**config.mk**
```make
export PLATFORM = sky130hd
export DESIGN_NAME = dir_deact_unit
export DESIGN_NICKNAME = d
export VERILOG_FILES = /design/src/rtl/dir_pkg.sv /design/src/rtl/dir_decode.sv /design/src/rtl/dir_active_array.sv /design/src/rtl/dir_prio_hold.sv /design/src/rtl/dir_deact_unit.sv
export SDC_FILE = /design/constraint.sdc
export NUM_CORES = 1
export LEC_CHECK = 0
export CAP_MARGIN = 5
export CORE_UTILIZATION = 49
export CTS_BUF_LIST = sky130_fd_sc_hd__clkbuf_2 sky130_fd_sc_hd__clkbuf_4 sky130_fd_sc_hd__clkbuf_8
export DETAILED_ROUTE_END_ITERATION = 7
export PLACE_DENSITY_LB_ADDON = 0.2
export SLEW_MARGIN = 25
export SYNTH_ARGS = -nofsm -noshare
export SYNTH_HDL_FRONTEND = slang
export SYNTH_SLANG_ARGS = --single-unit
```
**constraint.sdc**
```tcl
create_clock -name clk -period 3.6 [get_ports clk]
set_input_delay 0.72 -clock clk [delete_from_list [all_inputs] [get_ports clk]]
set_output_delay 0.72 -clock clk [all_outputs]
set_load 0.02 [all_outputs]
```
**src/rtl/dir_pkg.sv**
```systemverilog
package dir_pkg;

  localparam int unsigned ID_W = 24;

  // Identifier from a write word: 16 or 24 implemented bits
  function automatic logic [ID_W-1:0] mask_id(input logic [31:0] d, input logic wide);
    return wide ? d[23:0] : {8'h00, d[15:0]};
  endfunction

  function automatic logic id_in_range(input logic [ID_W-1:0] id, input int unsigned n);
    return ({8'h00, id} < n);
  endfunction

  function automatic logic [31:0] readback_word(input logic [ID_W-1:0] id);
    return {8'h00, id};
  endfunction

endpackage

```
**src/rtl/dir_decode.sv**
```systemverilog
module dir_decode #(
  parameter int unsigned NUM_IRQ = 32,
  localparam int unsigned IDX_W = (NUM_IRQ > 1) ? $clog2(NUM_IRQ) : 1
) (
  input  logic               wr_en,
  input  logic [31:0]        wr_data,
  input  logic               eoi_split,
  input  logic               wide_id,
  input  logic [NUM_IRQ-1:0] active_vec,
  output logic [23:0]        id_masked,
  output logic               hit,
  output logic               ignored_wr,
  output logic [NUM_IRQ-1:0] clr_vec
);
  import dir_pkg::*;

  logic             in_rng;
  logic [IDX_W-1:0] idx;
  logic             bit_set;

  always_comb begin
    id_masked  = mask_id(wr_data, wide_id);
    in_rng     = id_in_range(id_masked, NUM_IRQ);
    idx        = id_masked[IDX_W-1:0];
    bit_set    = in_rng ? active_vec[idx] : 1'b0;
    hit        = wr_en && eoi_split && in_rng && bit_set;
    ignored_wr = wr_en && !eoi_split;
  end

  for (genvar i = 0; i < NUM_IRQ; i++) begin : g_clr
    assign clr_vec[i] = hit && (idx == IDX_W'(i));
  end

endmodule

```
**src/rtl/dir_active_array.sv**
```systemverilog
module dir_active_array #(
  parameter int unsigned NUM_IRQ = 32,
  localparam int unsigned IDX_W = (NUM_IRQ > 1) ? $clog2(NUM_IRQ) : 1
) (
  input  logic               clk,
  input  logic               rst_n,
  input  logic               set_en,
  input  logic [IDX_W-1:0]   set_idx,
  input  logic [NUM_IRQ-1:0] clr_vec,
  output logic [NUM_IRQ-1:0] active_vec
);

  for (genvar i = 0; i < NUM_IRQ; i++) begin : g_bit
    logic set_here;
    assign set_here = set_en && (set_idx == IDX_W'(i));
    always_ff @(posedge clk) begin
      if (!rst_n)          active_vec[i] <= 1'b0;
      else if (set_here)   active_vec[i] <= 1'b1;
      else if (clr_vec[i]) active_vec[i] <= 1'b0;
    end
  end

endmodule

```
**src/rtl/dir_prio_hold.sv**
```systemverilog
module dir_prio_hold #(
  parameter int unsigned PRIO_W = 8
) (
  input  logic              clk,
  input  logic              rst_n,
  input  logic              load,
  input  logic [PRIO_W-1:0] val,
  output logic [PRIO_W-1:0] prio
);

  always_ff @(posedge clk) begin
    if (!rst_n)    prio <= '0;
    else if (load) prio <= val;
  end

endmodule

```
**src/rtl/dir_deact_unit.sv**
```systemverilog
module dir_deact_unit #(
  parameter int unsigned NUM_IRQ = 32,
  parameter int unsigned PRIO_W  = 8,
  parameter bit          SERR_EN = 1'b1,
  localparam int unsigned IDX_W = (NUM_IRQ > 1) ? $clog2(NUM_IRQ) : 1
) (
  input  logic               clk,
  input  logic               rst_n,
  input  logic               wr_en,
  input  logic [31:0]        wr_data,
  input  logic               eoi_split,
  input  logic               wide_id,
  input  logic               act_set,
  input  logic [IDX_W-1:0]   act_set_id,
  input  logic               prio_load,
  input  logic [PRIO_W-1:0]  prio_val,
  output logic [NUM_IRQ-1:0] active_vec,
  output logic [PRIO_W-1:0]  run_prio,
  output logic               deact_pulse,
  output logic [23:0]        deact_id,
  output logic               serr_pulse,
  output logic [31:0]        rdback
);
  import dir_pkg::*;

  // Named internal events, visible to the bound checker
  logic [23:0]        id_masked;
  logic               hit;
  logic               ignored_wr;
  logic [NUM_IRQ-1:0] clr_vec;

  dir_decode #(.NUM_IRQ(NUM_IRQ)) u_decode (
    .wr_en      (wr_en),
    .wr_data    (wr_data),
    .eoi_split  (eoi_split),
    .wide_id    (wide_id),
    .active_vec (active_vec),
    .id_masked  (id_masked),
    .hit        (hit),
    .ignored_wr (ignored_wr),
    .clr_vec    (clr_vec)
  );

  dir_active_array #(.NUM_IRQ(NUM_IRQ)) u_active (
    .clk        (clk),
    .rst_n      (rst_n),
    .set_en     (act_set),
    .set_idx    (act_set_id),
    .clr_vec    (clr_vec),
    .active_vec (active_vec)
  );

  dir_prio_hold #(.PRIO_W(PRIO_W)) u_prio (
    .clk   (clk),
    .rst_n (rst_n),
    .load  (prio_load),
    .val   (prio_val),
    .prio  (run_prio)
  );

  always_ff @(posedge clk) begin
    if (!rst_n) begin
      deact_pulse <= 1'b0;
      deact_id    <= '0;
      rdback      <= '0;
    end else begin
      deact_pulse <= hit;
      if (hit)   deact_id <= id_masked;
      if (wr_en) rdback   <= readback_word(id_masked);
    end
  end

  if (SERR_EN) begin : g_serr
    always_ff @(posedge clk) begin
      if (!rst_n) serr_pulse <= 1'b0;
      else        serr_pulse <= ignored_wr;
    end
  end else begin : g_no_serr
    assign serr_pulse = 1'b0;
  end

endmodule

```
* Yosys cells after proc, flatten, opt, wreduce, memory -nomap -nowiden
Index checks and enable logic that the tools add are counted.
Operators by class: equality and inequality tests 62, reductions and logical operators 103, mux-type cells 68, multipliers 0, shift operators 0, bitwise logic cells 0, add/subtract/negate cells 0, order comparisons 2, divide/modulo/power cells 0
Operators by type and width (count):
- $eq A5 B5 Y1 const B | 32
- $eq A5 B4 Y1 const B | 16
- $logic_and A1 B1 Y1 | 68
- $mux W1 | 66
- $reduce_bool A2 Y1 | 32
- $eq A5 B3 Y1 const B | 8
- $lt A24 B6 Y1 const B | 1
- $mux W24 | 1
- $eq A5 B2 Y1 const B | 4
- $eq A5 B1 Y1 const B | 2
- $logic_not A5 Y1 | 2
- $lt A5 B6 Y1 const B | 1
- $bmux W1 S5 | 1
- $logic_not A1 Y1 | 1
Word-level totals: memory bits (writable) 0, memories 0, bits in latches 0, ROM bits 0, word-level logic and storage cells 272, output and inout port bits 98, register bits after elaboration 90, input port bits 52

* Depth between registers and ports, before layout
Gate-level depths: netlist (run 1).
word-level depth 8, mapped depth 8, depth with buffers taken out 5

* Hierarchy
From an unflattened synthesis (run 1), not the netlist that was laid out.
Second synthesis, totals: cells, all modules 422, area total of the unflattened synthesis 4465.5 um2
Modules (own cells, without submodules):
- dir_deact_unit | area an instance 1979.4 um2, instances 1, sequential area each 1001.0 um2, cells an instance 168
- dir_active_array | area an instance 1171.1 um2, instances 1, sequential area each 640.6 um2, cells an instance 113
- dir_decode | area an instance 1013.5 um2, instances 1, sequential area each 0.0 um2, cells an instance 116
- dir_prio_hold | area an instance 301.5 um2, instances 1, sequential area each 160.2 um2, cells an instance 25

* Least setup slack after synthesis (run 1)
OpenSTA, ideal clock, no wires.
path type input to register, start point in wr_data[3], end point reg deact_pulse, arrival 2270 ps, buffers on the path 3, path slack 1215 ps, setup time 115 ps, stages 8, path through buf_6 buf_2 mux4_2 a22oi_4 o311ai_2 and3_1 buf_6 and2_1
On the way: cells in the longest elaborated chain, start to end 5
Ends and longest elaborated chain:
- start: declaration | line dir_deact_unit.sv:10 | input logic [31:0] wr_data,
- $mux W24 (*) | line dir_pkg.sv:7 | return wide ? d[23:0] : {8'h00, d[15:0]};
- parallel branches: the longest is 3 deep, another holds $lt A24 B6 Y1
- $logic_and A1 B1 Y1 (*) | line dir_decode.sv:26 | hit = wr_en && eoi_split && in_rng && bit_set;
- end signal: assignment | line dir_deact_unit.sv:67 | deact_pulse <= hit;
- end: declaration | line dir_deact_unit.sv:19 | output logic deact_pulse,
Every way passes the cells marked *. The select of a mux whose other input is x is not followed. A chain may end at the register's enable or synchronous reset.

* Worst setup path in the final report (run 1)
start point in wr_data[3], end point reg deact_id[14]
On the way: cells in the longest elaborated chain, start to end 5
Ends and longest elaborated chain:
- $mux W24 (*) | line dir_pkg.sv:7
- parallel branches: the longest is 3 deep, another holds $lt A24 B6 Y1
- $logic_and A1 B1 Y1 (*) | line dir_decode.sv:26
- end signal: assignment | line dir_deact_unit.sv:68 | if (hit) deact_id <= id_masked;
- end: declaration | line dir_deact_unit.sv:20 | output logic [23:0] deact_id,
Marked as above.

==> results of run 1 <==
logic make-up (layout without fill, tap and decap cells):
| family | Yosys count | count (layout) |
|---|---|---|
| buffers and inverters | 51 | 172 |
| AO/OA/AOI/OAI | 84 | 84 |
| other | 1 | 8 |
| multiplexers | 37 | 37 |
| AND/OR/NAND/NOR | 157 | 157 |
| flip-flops | 90 | 90 |
cell usage after synthesis, types with 3 or more instances:
master / number
dfxtp_1: 90
nor2_1: 46
nand2_1: 33
mux2i_1: 29
a21oi_1: 28
and2_1: 23
o31ai_1: 22
nor2b_1: 17
inv_1: 14
clkbuf_1: 13
o21a_1: 13
a31oi_1: 12
buf_1: 9
buf_4: 8
nand2b_1: 8
mux4_2: 6
nor3_1: 6
nor4_1: 6
nand4_1: 5
or2_2: 4
buf_2: 3
buf_6: 3
registers in the layout, indices dropped and copies added, names as in the netlist:
| name | flops |
|---|---|
| serr_pulse | 1 |
| deact_pulse | 1 |
| u_active.active_vec | 32 |
| u_prio.prio | 8 |
| rdback | 24 |
| deact_id | 24 |
per-layer routing:
layer  share of wire (%)  wire length [um]  vias up  GRT usage, %
li1                    -                 -     1687             -
met1                  43              4230     1617          30.8
met2                  48              4720      149          38.3
met3                 8.3               821        7          6.95
met4                0.79                78        0          8.86
met5                   0                 0        -             0
layout make-up:
cell class | instances | area, um2
Clock buffer | 9 | 124
Clock inverter | 7 | 57.6
Fill cell | 611 | 2290
Inverter | 15 | 56.3
Multi-Input combinational cell | 286 | 1880
Sequential cell | 90 | 1800
Tap cell | 102 | 128
Timing Repair Buffer | 141 | 1390
critical path, cell delays in order:
cell             delay [ns]
clkdlybuf4s50_1        0.66
mux4_2                 0.59
a22oi_4                0.29
o311ai_2               0.18
a31oi_4                0.43
and2_1                 0.19
through the flow:
| stage | instances | hold WS [ns] | util, % |
|---|---|---|---|
| 4_1_cts | 650 | 0.465 | 70.4 |
| 5_1_grt | 650 | 0.482 | 70.4 |
| 3_5_place_dp | 634 | 0.446 | 68.0 |
| 2_1_floorplan | 427 | 0.533 | - |
| 6_report | 650 | 0.459 | 70.4 |
| 3_3_place_gp | 634 | 0.442 | 68.0 |
power by group:
part	total [mW]	switching (mW)	leakage, nW	internal [mW]
clock network	0.640	0.378	0.0886	0.262
registers	1.03	0.0133	0.731	1.02
logic	0.278	0.150	1.21	0.128
final timing paths:
| path | slack (ns) | startpoint | end | cells after the start |
|---|---|---|---|---|
| min reg2reg | 0.46 | deact_id[4] | deact_id[4] | 2 |
| max reg2reg | 1.60 | u_active.active_vec[10] | deact_id[14] | 5 |
| max | 0.82 | wr_data[3] | deact_id[14] | 6 |
| min | 0.46 | deact_id[4] | deact_id[4] | 2 |
==> impl_metrics.csv, run 1 <==
group,metric,value,unit
route,drt_iter0_drc,270,
placement,portBuffers,133,
timing,layout_min_cycle_time,2.78,ns
timing,hold_viol,0,
synth,yosys_warnings,0,
timing,worstMarginPinSlew,0.786,ns
layout,num_antenna_cells,0,
global_routing,antenna_found_initial,0,
global_routing,grt_pass1_vias,3218,
clock_network,numCtsBuffers,9,
floorplanning,num_rows,32,
global_routing,grt_max_degree,33,
layout,layout.cells.most_common,"clkdlybuf4s50_1",
timing,fin_tns_setup,0,ns
layout,final_cell_mix,"clkdlybuf4s50_1, dfxtp_1, nor2_1",
placement,dpl.hpwl,7200,um
pwr,power_density,359,mW/mm2
route,dr.pass1.iters,4,
timing,setup_viol,0,
min_path,hp-class,"register to register",
global_routing,grt_pass1_wl,15900,um
synth,async_flop_share,0,%
route,vias,3460,
route,viasPerCell,5.32,
layout,drive_gt1_share,7.48,%
placement,gp_congestion,0.873,
global_routing,grt_usage,24.0,%
timing,slew_violations,0,
timing,fmax,359,MHz
layout,stdcell_area,0.00544,mm2
floorplanning,die_area,0.00832,mm2
synth,synthSimpleGateAreaFrac,20.5,%
clock_network,cts_resized,0,
setup_path,cp.required,3.90,ns
synth,synth_seq_cells,90,
pwr,ir_worst_vdd,0.262,mV
clock_network,clk_pin_slew,0.10,ns
synth,synthAdderAreaFrac,0,%
synth,yosysTopAreaCell,"dfxtp_1",
pwr,p_leak,2.02,nW
route,wl_per_cell,15.2,um
timing,fin_ws,0.818,ns
clock_network,clock_latency,0.35,ns
clock_network,clk_path_buf_depth,2,
setup_path,setup.worst_path.end_class,"register",
setup_path,crit_arrival,3.08,ns
synth,ys_types,38,
synth,synth_xor_area_share,0,%
synth,netlist_area,0.00390,mm2
synth,syn_inst,420,
setup_path,worstPathMaxFanout,19,
synth,synth_top_family_by_area,"simple AND/OR/NAND/NOR gates",
floorplanning,initial_utilization,50.5,%
synth,yosysSeqAreaShare,46.2,%
placement,dpl_worst_slack,0.417,ns
route,drcViolationCount,0,
floorplanning,die_w,91.2,um
setup_path,cp-start-kind,"input port",
flow_run,cap_viol_max_count,0,
synth,synth_compound_area_share,15.5,%
outcome,run_status,"finished clean",
synth,synth_mux_area_share,11.5,%
route,ant_nets,0,
clock_network,clock-sinks,90,
global_routing,grt-ovfl-total,0,
synth,syn_avg_cell_area,9.29,um2
synth,synth_edf_count,0,
pwr,finalPower,1.95,mW
timing,fin_crit_sh,77.3,%
floorplanning,die_h,91.2,um
synth,ys.flop_type,"dfxtp_1",
floorplanning,io_pins,150,
setup_path,worstSetupPathType,"input port to register",
clock_network,postCtsSetupRepairBufs,0,
timing,rsz0062_at_grt,"no",
route,wl,9850,um
floorplanning,coreArea,0.00773,mm2
clock_network,cts_hold_buf,0,
clock_network,ctsRootBufferMaster,"clkbuf_8",
synth,yosys-top-cells-area,"dfxtp_1, mux2i_1, nor2_1, o31ai_1, and2_1",
synth,synth_top_area_share,46.2,%
clock_network,cts_tree,"built",
layout,area.growth.synth_to_final,39.3,%
layout,final_nets,595,
placement,dpl_cell_area,0.00526,mm2
timing,maxSlewHeadroom,47.2,%
timing,fin_skew,0.0113,ns
clock_network,htree_num_levels,3,
(Power assumes the default switching activity.)
==> run 2: changes to the inputs <==
- CORE_UTILIZATION: 49 -> 45
- clock period: 3.6 -> 2.6 ns (I/O delays scaled with it)
==> impl_metrics.csv, run 2 (same netlist as run 1, synthesis figures left out) <==
group,metric,value,unit
layout,fin_cells,667,
timing,rsz0062_at_grt,"no",
clock_network,clock_latency,0.36,ns
clock_network,clk_path_buf_depth,2,
global_routing,met3_usage,7.18,%
layout,largest_reg_flops,32,
min_path,whs_path_depth,1,
route,ant_nets,0,
global_routing,grt_usage,23.9,%
floorplanning,die_w,95.1,um
timing,setup_viol,0,
global_routing,grtUsageMet2,39.5,%
min_path,hp-class,"register to register",
clock_network,clock-sinks,90,
global_routing,grt_max_degree,34,
setup_path,worstPathMaxFanout,19,
route,viasPerCell,5.29,
pwr,p_switching,782,uW
timing,holdWs,0.466,ns
floorplanning,initial_utilization,47.0,%
clock_network,ctsRootBufferMaster,"clkbuf_8",
timing,fmax,406,MHz
setup_path,worstSetupPathType,"input port to register",
global_routing,top_usage_layer,"met2",
route,vias,3529,
clock_network,numCtsBuffers,9,
route,drt_iter0_drc,127,
layout,reg.largest.list,"u_active.active_vec (32), deact_id (24), rdback (24)",
setup_path,timing.rr.end,"deact_id[6]",
route,drcViolationCount,0,
setup_path,cp.required,2.91,ns
setup_path,r2r_setup_slack,0.68,ns
clock_network,clk_pin_slew,0.10,ns
global_routing,grt_pass1_wl,16800,um
layout,fill_cells,704,
layout,final_util,67.6,%
placement,placedCellCount,651,
clock_network,postCtsSetupRepairBufs,0,
layout,regMostFlops,"u_active.active_vec",
global_routing,grt-ovfl-total,0,
route,wl_per_cell,15.7,um
setup_path,worst_r2r_path_depth,6,
placement,dpl_cell_area,0.00539,mm2
floorplanning,io_pins,150,
global_routing,antenna_found_initial,0,
layout,area.growth.synth_to_final,43.8,%
pwr,power_density,509,mW/mm2
route,dr.pass1.iters,4,
clock_network,cts_resized,0,
setup_path,rr_startpoint,"u_active.active_vec[10]",
flow_run,cap_viol_max_count,0,
timing,fin_crit_sh,94.8,%
placement,gp_congestion,0.885,
min_path,hp-start,"deact_id[21]",
global_routing,grt_pass1_vias,3527,
timing,slew_violations,0,
pwr,ir_worst_vdd,0.317,mV
setup_path,crit_arrival,2.77,ns
pwr,p_int,2.07,mW
placement,dpl_worst_slack,-0.312,ns
pwr,finalPower,2.86,mW
timing,fin_ws,0.136,ns
route,wl,10500,um
clock_network,cts_hold_buf,0,
floorplanning,die_area,0.00905,mm2
setup_path,cp-start-kind,"input port",
pwr,p_clk_share,35.9,%
timing,layout_min_cycle_time,2.46,ns
placement,portBuffers,133,
layout,final_nets,609,
pwr,p_leak,2.12,nW
timing,fin_tns_setup,0,ns
layout,stdcell_area,0.00561,mm2
placement,dpl.hpwl,7790,um
floorplanning,num_rows,33,
min_path,holdPathEnd,"deact_id[21]",
clock_network,htree_num_levels,3,
outcome,run_status,"finished clean",
timing,fin_skew,0.00919,ns
clock_network,cts_tree,"built",
setup_path,setup.worst_path.end_class,"register",
layout,layout.cells.most_common,"clkdlybuf4s50_1",
pwr,switching_share,27.4,%
floorplanning,die_h,95.1,um
timing,hold_viol,0,
timing,maxSlewHeadroom,58.2,%
layout,final_cell_mix,"clkdlybuf4s50_1, dfxtp_1, nor2_1",
pwr,combPwrFrac,14.0,%
pwr,p_seq_share,50.1,%
global_routing,grt.met1_usage,30.1,%
timing,worstMarginPinSlew,0.626,ns
layout,num_antenna_cells,0,
layout,drive_gt1_share,10.1,%
floorplanning,coreArea,0.00830,mm2
==> run 2: critical path, cell delays in order <==
cell             delay, ns
clkdlybuf4s50_1       0.64
mux4_2                0.60
a22oi_4               0.26
o311ai_2              0.18
a31oi_4               0.26
buf_12                0.16
and2_1                0.14
==> run 2: worst max-delay path by stage <==
stage / to / depth (start not counted) / slack (ns) / startpoint
5_1_grt: deact_id[2] / 7 / 0.06 / wr_data[3]
6_report: deact_id[6] / 7 / 0.14 / wr_data[3]
3_3_place_gp: u_active.active_vec[24] / 7 / -0.30 / wr_data[3]
3_5_place_dp: u_active.active_vec[17] / 7 / -0.31 / wr_data[3]
4_1_cts: u_active.active_vec[17] / 7 / 0.05 / wr_data[3]
2_1_floorplan: deact_pulse / 8 / 0.42 / wr_data[3]
==> run 2: layout make-up <==
cell class	count	area, um2	area share (%)
Sequential cell	90	1800	32.1
Multi-Input combinational cell	286	1890	33.6
Clock inverter	7	92.6	1.65
Inverter	15	56.3	1.00
Tap cell	105	131	2.34
Timing Repair Buffer	155	1520	27.1
Clock buffer	9	124	2.21
==> run 2: routing by layer <==
layer	share of wire [%]	vias up
met5	0	-
met4	1.1	0
met3	8.4	10
met2	48	135
met1	42	1666
li1	-	1718
==> run 2: power groups by stage <==
stage / Clock, mW / Sequential (mW) / Combinational [mW]
6_report: 1.03 / 1.43 / 0.401
5_1_grt: 1.10 / 1.44 / 0.429
4_1_cts: 1.05 / 1.43 / 0.400
3_5_place_dp: 0 / 1.46 / 0.397
3_3_place_gp: 0 / 1.46 / 0.392
2_1_floorplan: 0 / 1.50 / 0.176
